<file path="src/rtl/swd_pkg.sv">
package swd_pkg;
   typedef enum logic [0:0] {
      CNT_WRAP = 1'b0,
      CNT_SAT  = 1'b1
   } cnt_mode_e;

   localparam int unsigned MIN_MAIN_W = 2;
endpackage

</file>
<file path="src/rtl/swd_down_counter.sv">
module swd_down_counter #(
   parameter int unsigned        W    = 8,
   parameter swd_pkg::cnt_mode_e MODE = swd_pkg::CNT_WRAP
) (
   input  logic         clk,
   input  logic         rst,
   input  logic [W-1:0] load_val,
   input  logic         step,
   input  logic         reload,
   output logic [W-1:0] cnt,
   output logic         at_zero,
   output logic         at_one
);
   localparam logic [W-1:0] ONE = W'(1);

   logic [W-1:0] nxt;

   generate
      if (MODE == swd_pkg::CNT_SAT) begin : g_sat
         always_comb nxt = (cnt == '0) ? cnt : cnt - ONE;
      end else begin : g_wrap
         always_comb nxt = cnt - ONE;
      end
   endgenerate

   always_ff @(posedge clk) begin
      if (rst || reload) cnt <= load_val;
      else if (step)     cnt <= nxt;
   end

   assign at_zero = (cnt == '0);
   assign at_one  = (cnt == ONE);
endmodule

</file>
<file path="src/rtl/swallow_divider.sv">
module swallow_divider #(
   parameter int unsigned NW = 10,
   parameter int unsigned AW = 7
) (
   input  logic          clk,
   input  logic          rst,
   input  logic          pre_tick,
   input  logic [NW-1:0] n_val,
   input  logic [AW-1:0] a_val,
   output logic          mod_ctl,
   output logic          fv_pulse
);
   generate
      if (NW < swd_pkg::MIN_MAIN_W) begin : g_bad_nw
         $error("swallow_divider: NW too small");
      end
      if (AW < 1 || AW > NW) begin : g_bad_aw
         $error("swallow_divider: AW must be 1..NW");
      end
   endgenerate

   logic [NW-1:0] n_cnt;
   logic [AW-1:0] a_cnt;
   logic          n_zero, n_one;
   logic          a_zero, a_one;
   logic          wrap;

   // wrap: the strobe that finishes the main count reloads both counters
   assign wrap = pre_tick & (n_one | n_zero);

   swd_down_counter #(.W(NW), .MODE(swd_pkg::CNT_WRAP)) u_main (
      .clk(clk), .rst(rst), .load_val(n_val), .step(pre_tick),
      .reload(wrap), .cnt(n_cnt), .at_zero(n_zero), .at_one(n_one)
   );

   swd_down_counter #(.W(AW), .MODE(swd_pkg::CNT_SAT)) u_swallow (
      .clk(clk), .rst(rst), .load_val(a_val), .step(pre_tick),
      .reload(wrap), .cnt(a_cnt), .at_zero(a_zero), .at_one(a_one)
   );

   assign mod_ctl  = a_zero;
   assign fv_pulse = wrap;

   logic unused_ok;
   assign unused_ok = a_one;
endmodule


</file>
<file path="config.mk">
export PLATFORM = sky130hd
export DESIGN_NAME = swallow_divider
export DESIGN_NICKNAME = d
export VERILOG_FILES = /design/src/rtl/swd_pkg.sv /design/src/rtl/swd_down_counter.sv /design/src/rtl/swallow_divider.sv
export SDC_FILE = /design/constraint.sdc
export NUM_CORES = 1
export LEC_CHECK = 0
export BUFFER_PORTS_ARGS = -buffer_cell sky130_fd_sc_hd__buf_2
export CAP_MARGIN = 20
export CORE_ASPECT_RATIO = 0.7
export CORE_MARGIN = 5
export CORE_UTILIZATION = 53
export CTS_CLUSTER_SIZE = 25
export DETAILED_ROUTE_END_ITERATION = 10
export GPL_TIMING_DRIVEN = 0
export HOLD_SLACK_MARGIN = 0.02
export PLACE_DENSITY_LB_ADDON = 0.25
export SLEW_MARGIN = 30
export SYNTH_ARGS = -nofsm -noshare
export SYNTH_HDL_FRONTEND = slang
export SYNTH_SLANG_ARGS = --single-unit
</file>
<file path="constraint.sdc">
create_clock -name clk -period 2.3 [get_ports clk]
set_clock_uncertainty 0.1 [all_clocks]
set_input_delay 0.46 -clock clk [delete_from_list [all_inputs] [get_ports clk]]
set_output_delay 0.46 -clock clk [all_outputs]
set_load 0.02 [all_outputs]
</file>
# Word-level counts from Yosys, hierarchy flattened
# Cells that the tools add are included.
[totals]
register_bits = 17
in_bits = 20
output_inout_bits = 2
elab_cells = 18
[op_classes]
n_addsub = 2
n_eq_ne = 2
mux = 5
n_bitwise = 2
reduce_logical = 5
[op_table]
columns = ["operator", "n"]
rows = [
  ["$mux W7", 3],
  ["$mux W10", 2],
  ["$eq A10 B1 Y1 const B", 1],
  ["$logic_not A10 Y1", 1],
  ["$sub A10 B1 Y10 const B", 1],
  ["$logic_not A7 Y1", 1],
  ["$sub A7 B1 Y7 const B", 1],
  ["$ne A2 B1 Y1 const B", 1],
  ["$reduce_and A2 Y1", 1],
  ["$reduce_bool A2 Y1", 1],
  ["$and A1 B1 Y1", 1],
  ["$logic_or A1 B1 Y1", 1],
  ["$or A1 B1 Y1", 1],
]

# Logic depth before layout (Yosys ltp)
[logic_depth]
depth_word = 6
mapped_depth = 7
mapped_depth_nobuf = 6

# Modules after synthesis
# A second synthesis with hierarchy kept.
[unflattened]
hier_cells = 108
area_unflattened_um2 = 1062.3
[by_module_without_submodules]
columns = ["module", "instances", "cells_each", "area_each_um2", "seq_area_each_um2"]
rows = [
  ["swd_down_counter (u_main)", 1, 62, 613.1, 300.3],
  ["swd_down_counter (u_swallow)", 1, 45, 441.7, 210.2],
  ["swallow_divider", 1, 1, 7.5, 0.0],
]

# Worst setup path before layout
# OpenSTA, ideal clock, no wires.
[synth_timing]
kind = "flip-flop to flip-flop"
from = "reg u_main.cnt[6]"
to = "reg u_swallow.cnt[0] (enable)"
setup_time_ns = 0.373
arrival_time_ns = 1.540
required_time_ns = 1.827
path_slack_ns = 0.287
stages_incl_launch_ff = 5
n_path_buf = 1
synth_period_minus_slack_ns = 2.013
path_cell_list = "edfxtp_1 -> nor4_4 -> a41oi_4 -> buf_6 -> a21boi_1"
[synth_via]
elab_chain_len = 6
[synth_rtl]
columns = ["item", "line", "rtl"]
rows = [
  ["start: declaration", "swd_down_counter.sv:10", "output logic [W-1:0] cnt,"],
  ["start signal: assignment", "swd_down_counter.sv:27", "if (rst || reload) cnt <= load_val;"],
  ["start signal: assignment", "swd_down_counter.sv:28", "else if (step) cnt <= nxt;"],
  ["$eq A10 B1 Y1 / $logic_not A10 Y1 (equally long branches)", "swd_down_counter.sv:32, swd_down_counter.sv:31", ""],
  ["$or A1 B1 Y1 *", "swallow_divider.sv:29", "assign wrap = pre_tick & (n_one | n_zero);"],
  ["$and A1 B1 Y1 *", "swallow_divider.sv:29", ""],
  ["$logic_or A1 B1 Y1 *", "swd_down_counter.sv:27", ""],
  ["$ne A2 B1 Y1 (no line) / $reduce_bool A2 Y1 (equally long branches)", "n/a", ""],
  ["$reduce_and A2 Y1 (no line) *", "n/a", ""],
  ["end signal: assignment", "swd_down_counter.sv:27", ""],
  ["end signal: assignment", "swd_down_counter.sv:28", ""],
  ["end: declaration", "swd_down_counter.sv:10", ""],
]
# Every way passes the cells marked *; elsewhere a longest branch is shown, timed or not.
# A chain may end at the register's enable or synchronous reset.

# Worst setup path after layout
[layout_timing]
from = "reg u_main.cnt[0]"
to = "out fv_pulse"
[layout_via]
elab_chain_len = 3
[layout_rtl]
columns = ["item", "line", "rtl"]
rows = [
  ["$eq A10 B1 Y1 / $logic_not A10 Y1 (equally long branches)", "swd_down_counter.sv:32, swd_down_counter.sv:31", ""],
  ["$or A1 B1 Y1 *", "swallow_divider.sv:29", ""],
  ["$and A1 B1 Y1 *", "swallow_divider.sv:29", ""],
  ["end: declaration", "swallow_divider.sv:11", "output logic fv_pulse"],
]
# Marks and branches as above.

==> summary.md <==
| Metric | Value |
|---|---|
| Status | `finished, final reports clean` |
| Width of the die | `63.4 µm` |
| Hpwl dp | `1580 µm` |
| Critical path peak fanout | `4` |
| Crit Path Category | `reg -> out` |
| Setup TNS | `0 ns` |
| Core box area | `0.00189 mm²` |
| Root Buffer | `clkbuf_4` |
| Final ANT Viol Nets | `0` |
| CTS sink cnt | `17` |
| Post-synthesis register bit count | `17` |
| Cells along the critical path | `inv_1 > ha_1 > or2_2 > and4_1 > buf_2` |
| Cell Area, Placed | `0.00119 mm²` |
| Worst Path Required | `1.74 ns` |
| Asr flop ratio synth | `0%` |
| First-pass DRT Iterations | `4` |
| Peak VDD IR | `0.475 mV` |
| Dominant synthesized flop cell | `edfxtp_1` |
| Max Freq | `0.449 GHz` |
| Max Slew Vio Count | `0` |
| Power density over the cells | `593 mW/mm²` |
| WL/cell | `14.3 µm` |
| Slew HR | `71.3%` |
| Worst setup SP type | `flop` |
| Die ar. | `0.00301 mm²` |
| LEAKAGE | `0.492 nW` |
| Iteration-0 DRC Markers | `29` |
| Crit. End Element | `output port` |
| Clk_lat worst skew | `0.30 ns` |
| Net Count, Synth | `122` |
| Number of placed I/O pins | `22` |
| Crit-path slowest cell | `edfxtp_1` |
| TritonCTS clock tree | `yes` |
| Final period util | `96.9%` |
| Routed WL | `2070 µm` |
| Clk slew on worst S/H paths | `0.09 ns` |
| Min-delay src | `a_val[0]` |
| Post-synth cell types | `26` |
| Synth Instances | `98` |
| Wire length of the first global-routing pass | `3380 µm` |
| Worst slew pin tran | `0.428 ns` |
| Filler instances | `158` |
| Register-to-register setup slack | `0.19 ns` |
| CTS Buf Count | `3` |
| Drt drc | `0` |
| Antenna diodes | `0` |
| Hold Violations, Final | `0` |
| Pin count of the biggest net entering global routing | `12` |
| Syn Area/Cell | `10.8 µm²` |
| GRT overflow | `0` |
| Crit path DAT | `1.67 ns` |
| Worst setup startpoint | `u_main.cnt[0]` |
| Sequential share of the synthesized area | `48.2%` |
| Share of layout cells above drive strength 1 | `31.7%` |
| Post-synth EDFFs | `17` |
| Via count | `764` |
| Vias/cell | `5.27` |
| Crit path time final | `2.23 ns` |
| Starting Density | `56.2%` |
| Port buffer count | `21` |
| Vias in the first global route | `758` |
| Worst Hold Class | `in -> reg` |
| Total of max-cap violations | `0` |
| Die height | `47.4 µm` |
| Initial antenna violation count | `0` |
| Post-Syn Area | `0.00106 mm²` |
| Ys Warns | `0` |
| Row cnt | `13` |
| Reg2reg start | `u_main.cnt[6]` |
| Final setup violation count | `0` |
| GRT Resource Usage Total | `15.0%` |
| H-tree Lvls | `1` |
| Layout Nets | `148` |
| Final Wtd Congestion | `0.727` |
| CTS max path bufs | `2` |
| Finished Cell Area | `0.00125 mm²` |
| Slowest Stage Delay on Critical Path | `0.41 ns` |
| P&R area growth vs syn | `17.8%` |
[path summary, 6_finish.rpt]
check	end	depth (start not counted)
worst min-delay path	u_swallow.cnt[0]	2
worst max-delay path	fv_pulse	5
worst max register to register	u_swallow.cnt[1]	4
worst min register to register	u_main.cnt[9]	2
[cells in the final DEF, fill, tap and decap left out]
master and count:
nor3_4 1, clkinv_2 1, a31oi_1 1, a41oi_4 1, edfxtp_1 17, mux2_2 2, nor2_1 19, nand2b_4 1
buf_6 2, inv_1 5, ha_1 4, nand4b_1 1, nand2b_1 1, nor3_1 2, nor2b_1 1, nand2_1 3
nor2b_2 1, a21oi_1 13, mux2i_1 1, buf_2 22, or2_2 2, clkbuf_4 3, xor2_1 7, and4_1 1
xnor2_1 5, nor4_4 2, nand3_1 2, nand3b_1 1, a21boi_2 1
[cell usage after synthesis (2+ instances only)]
master / instances / area (µm²)
nor3_1: 2 / 10.0
or2_2: 2 / 12.5
nand3_1: 2 / 10.0
nand2_1: 3 / 11.3
xor2_1: 7 / 61.3
nor2_1: 19 / 71.3
nand2b_1: 2 / 12.5
xnor2_1: 5 / 43.8
nor2b_1: 2 / 12.5
buf_6: 2 / 22.5
ha_1: 4 / 50.1
a21oi_1: 13 / 65.1
mux2_2: 2 / 22.5
edfxtp_1: 17 / 510
inv_1: 5 / 18.8
[repair_timing]
action                                  in CTS  in global routing
gates resized for setup                      1                  4
endpoints found under the setup margin       1                  8
hold buffers                                 0                  0
buffers inserted                             0                  0
[critical path, delay by kind of cell (launching register included)]
kind | cells | cell delay (ns)
flip-flops | 1 | 0.41
adder cells (fa/ha/maj) | 1 | 0.20
buffers and inverters | 2 | 0.25
AND/OR/NAND/NOR | 2 | 0.52
[area by class of cell]
type	instances	area, µm²	area share (%)
inverters	5	18.8	1.50
multi-input cells	73	532	42.6
plain buffers	3	27.5	2.20
repair buffers	21	105	8.42
clock inverters	1	5.00	0.401
clock buffers	3	22.5	1.80
flip-flops and latches	17	510	40.9
well taps	22	27.5	2.20
[per-stage QoR]
stage	instances	power [mW]	utilization [%]	hold slack, ns	setup slack [ns]
6_report	145	0.740	66.2	0.369	0.0713
5_1_grt	145	0.778	66.2	0.363	-0.000877
4_1_cts	145	0.738	65.0	0.362	0.00201
3_5_place_dp	141	0.572	63.2	0.575	0.0258
3_3_place_gp	141	0.564	63.2	0.552	0.0561
2_1_floorplan	98	0.527	-	0.533	0.287
[where the power goes]
| group | total, mW | internal [mW] | switching, mW |
|---|---|---|---|
| combinational | 0.147 | 0.0725 | 0.0741 |
| clock | 0.166 | 0.0648 | 0.101 |
| sequential | 0.428 | 0.387 | 0.0403 |
[flip-flops by register name, indices dropped and copies added (netlist names)]
| signal | cells |
|---|---|
| u_swallow.cnt | 7 |
| u_main.cnt | 10 |
[logic make-up (layout without fill, tap and decap cells)]
family | Yosys count | after routing | synth area share, %
AND/OR/NAND/NOR | 38 | 38 | 19.7
flip-flops | 17 | 17 | 48.2
AO/OA/AOI/OAI | 16 | 16 | 10.0
XOR/XNOR | 12 | 12 | 9.92
buffers and inverters | 8 | 33 | 4.37
adder cells (fa/ha/maj) | 4 | 4 | 4.72
multiplexers | 3 | 3 | 3.07
[layer usage]
layer | GRT usage [%] | up-vias | part of all wire, %
met5 | 0 | - | 0
met4 | 2.49 | 0 | 0
met3 | 5.40 | 0 | 5.5
met2 | 25.3 | 20 | 46
met1 | 19.4 | 348 | 48
li1 | - | 396 | -
Power figures use the tool's default switching activity.
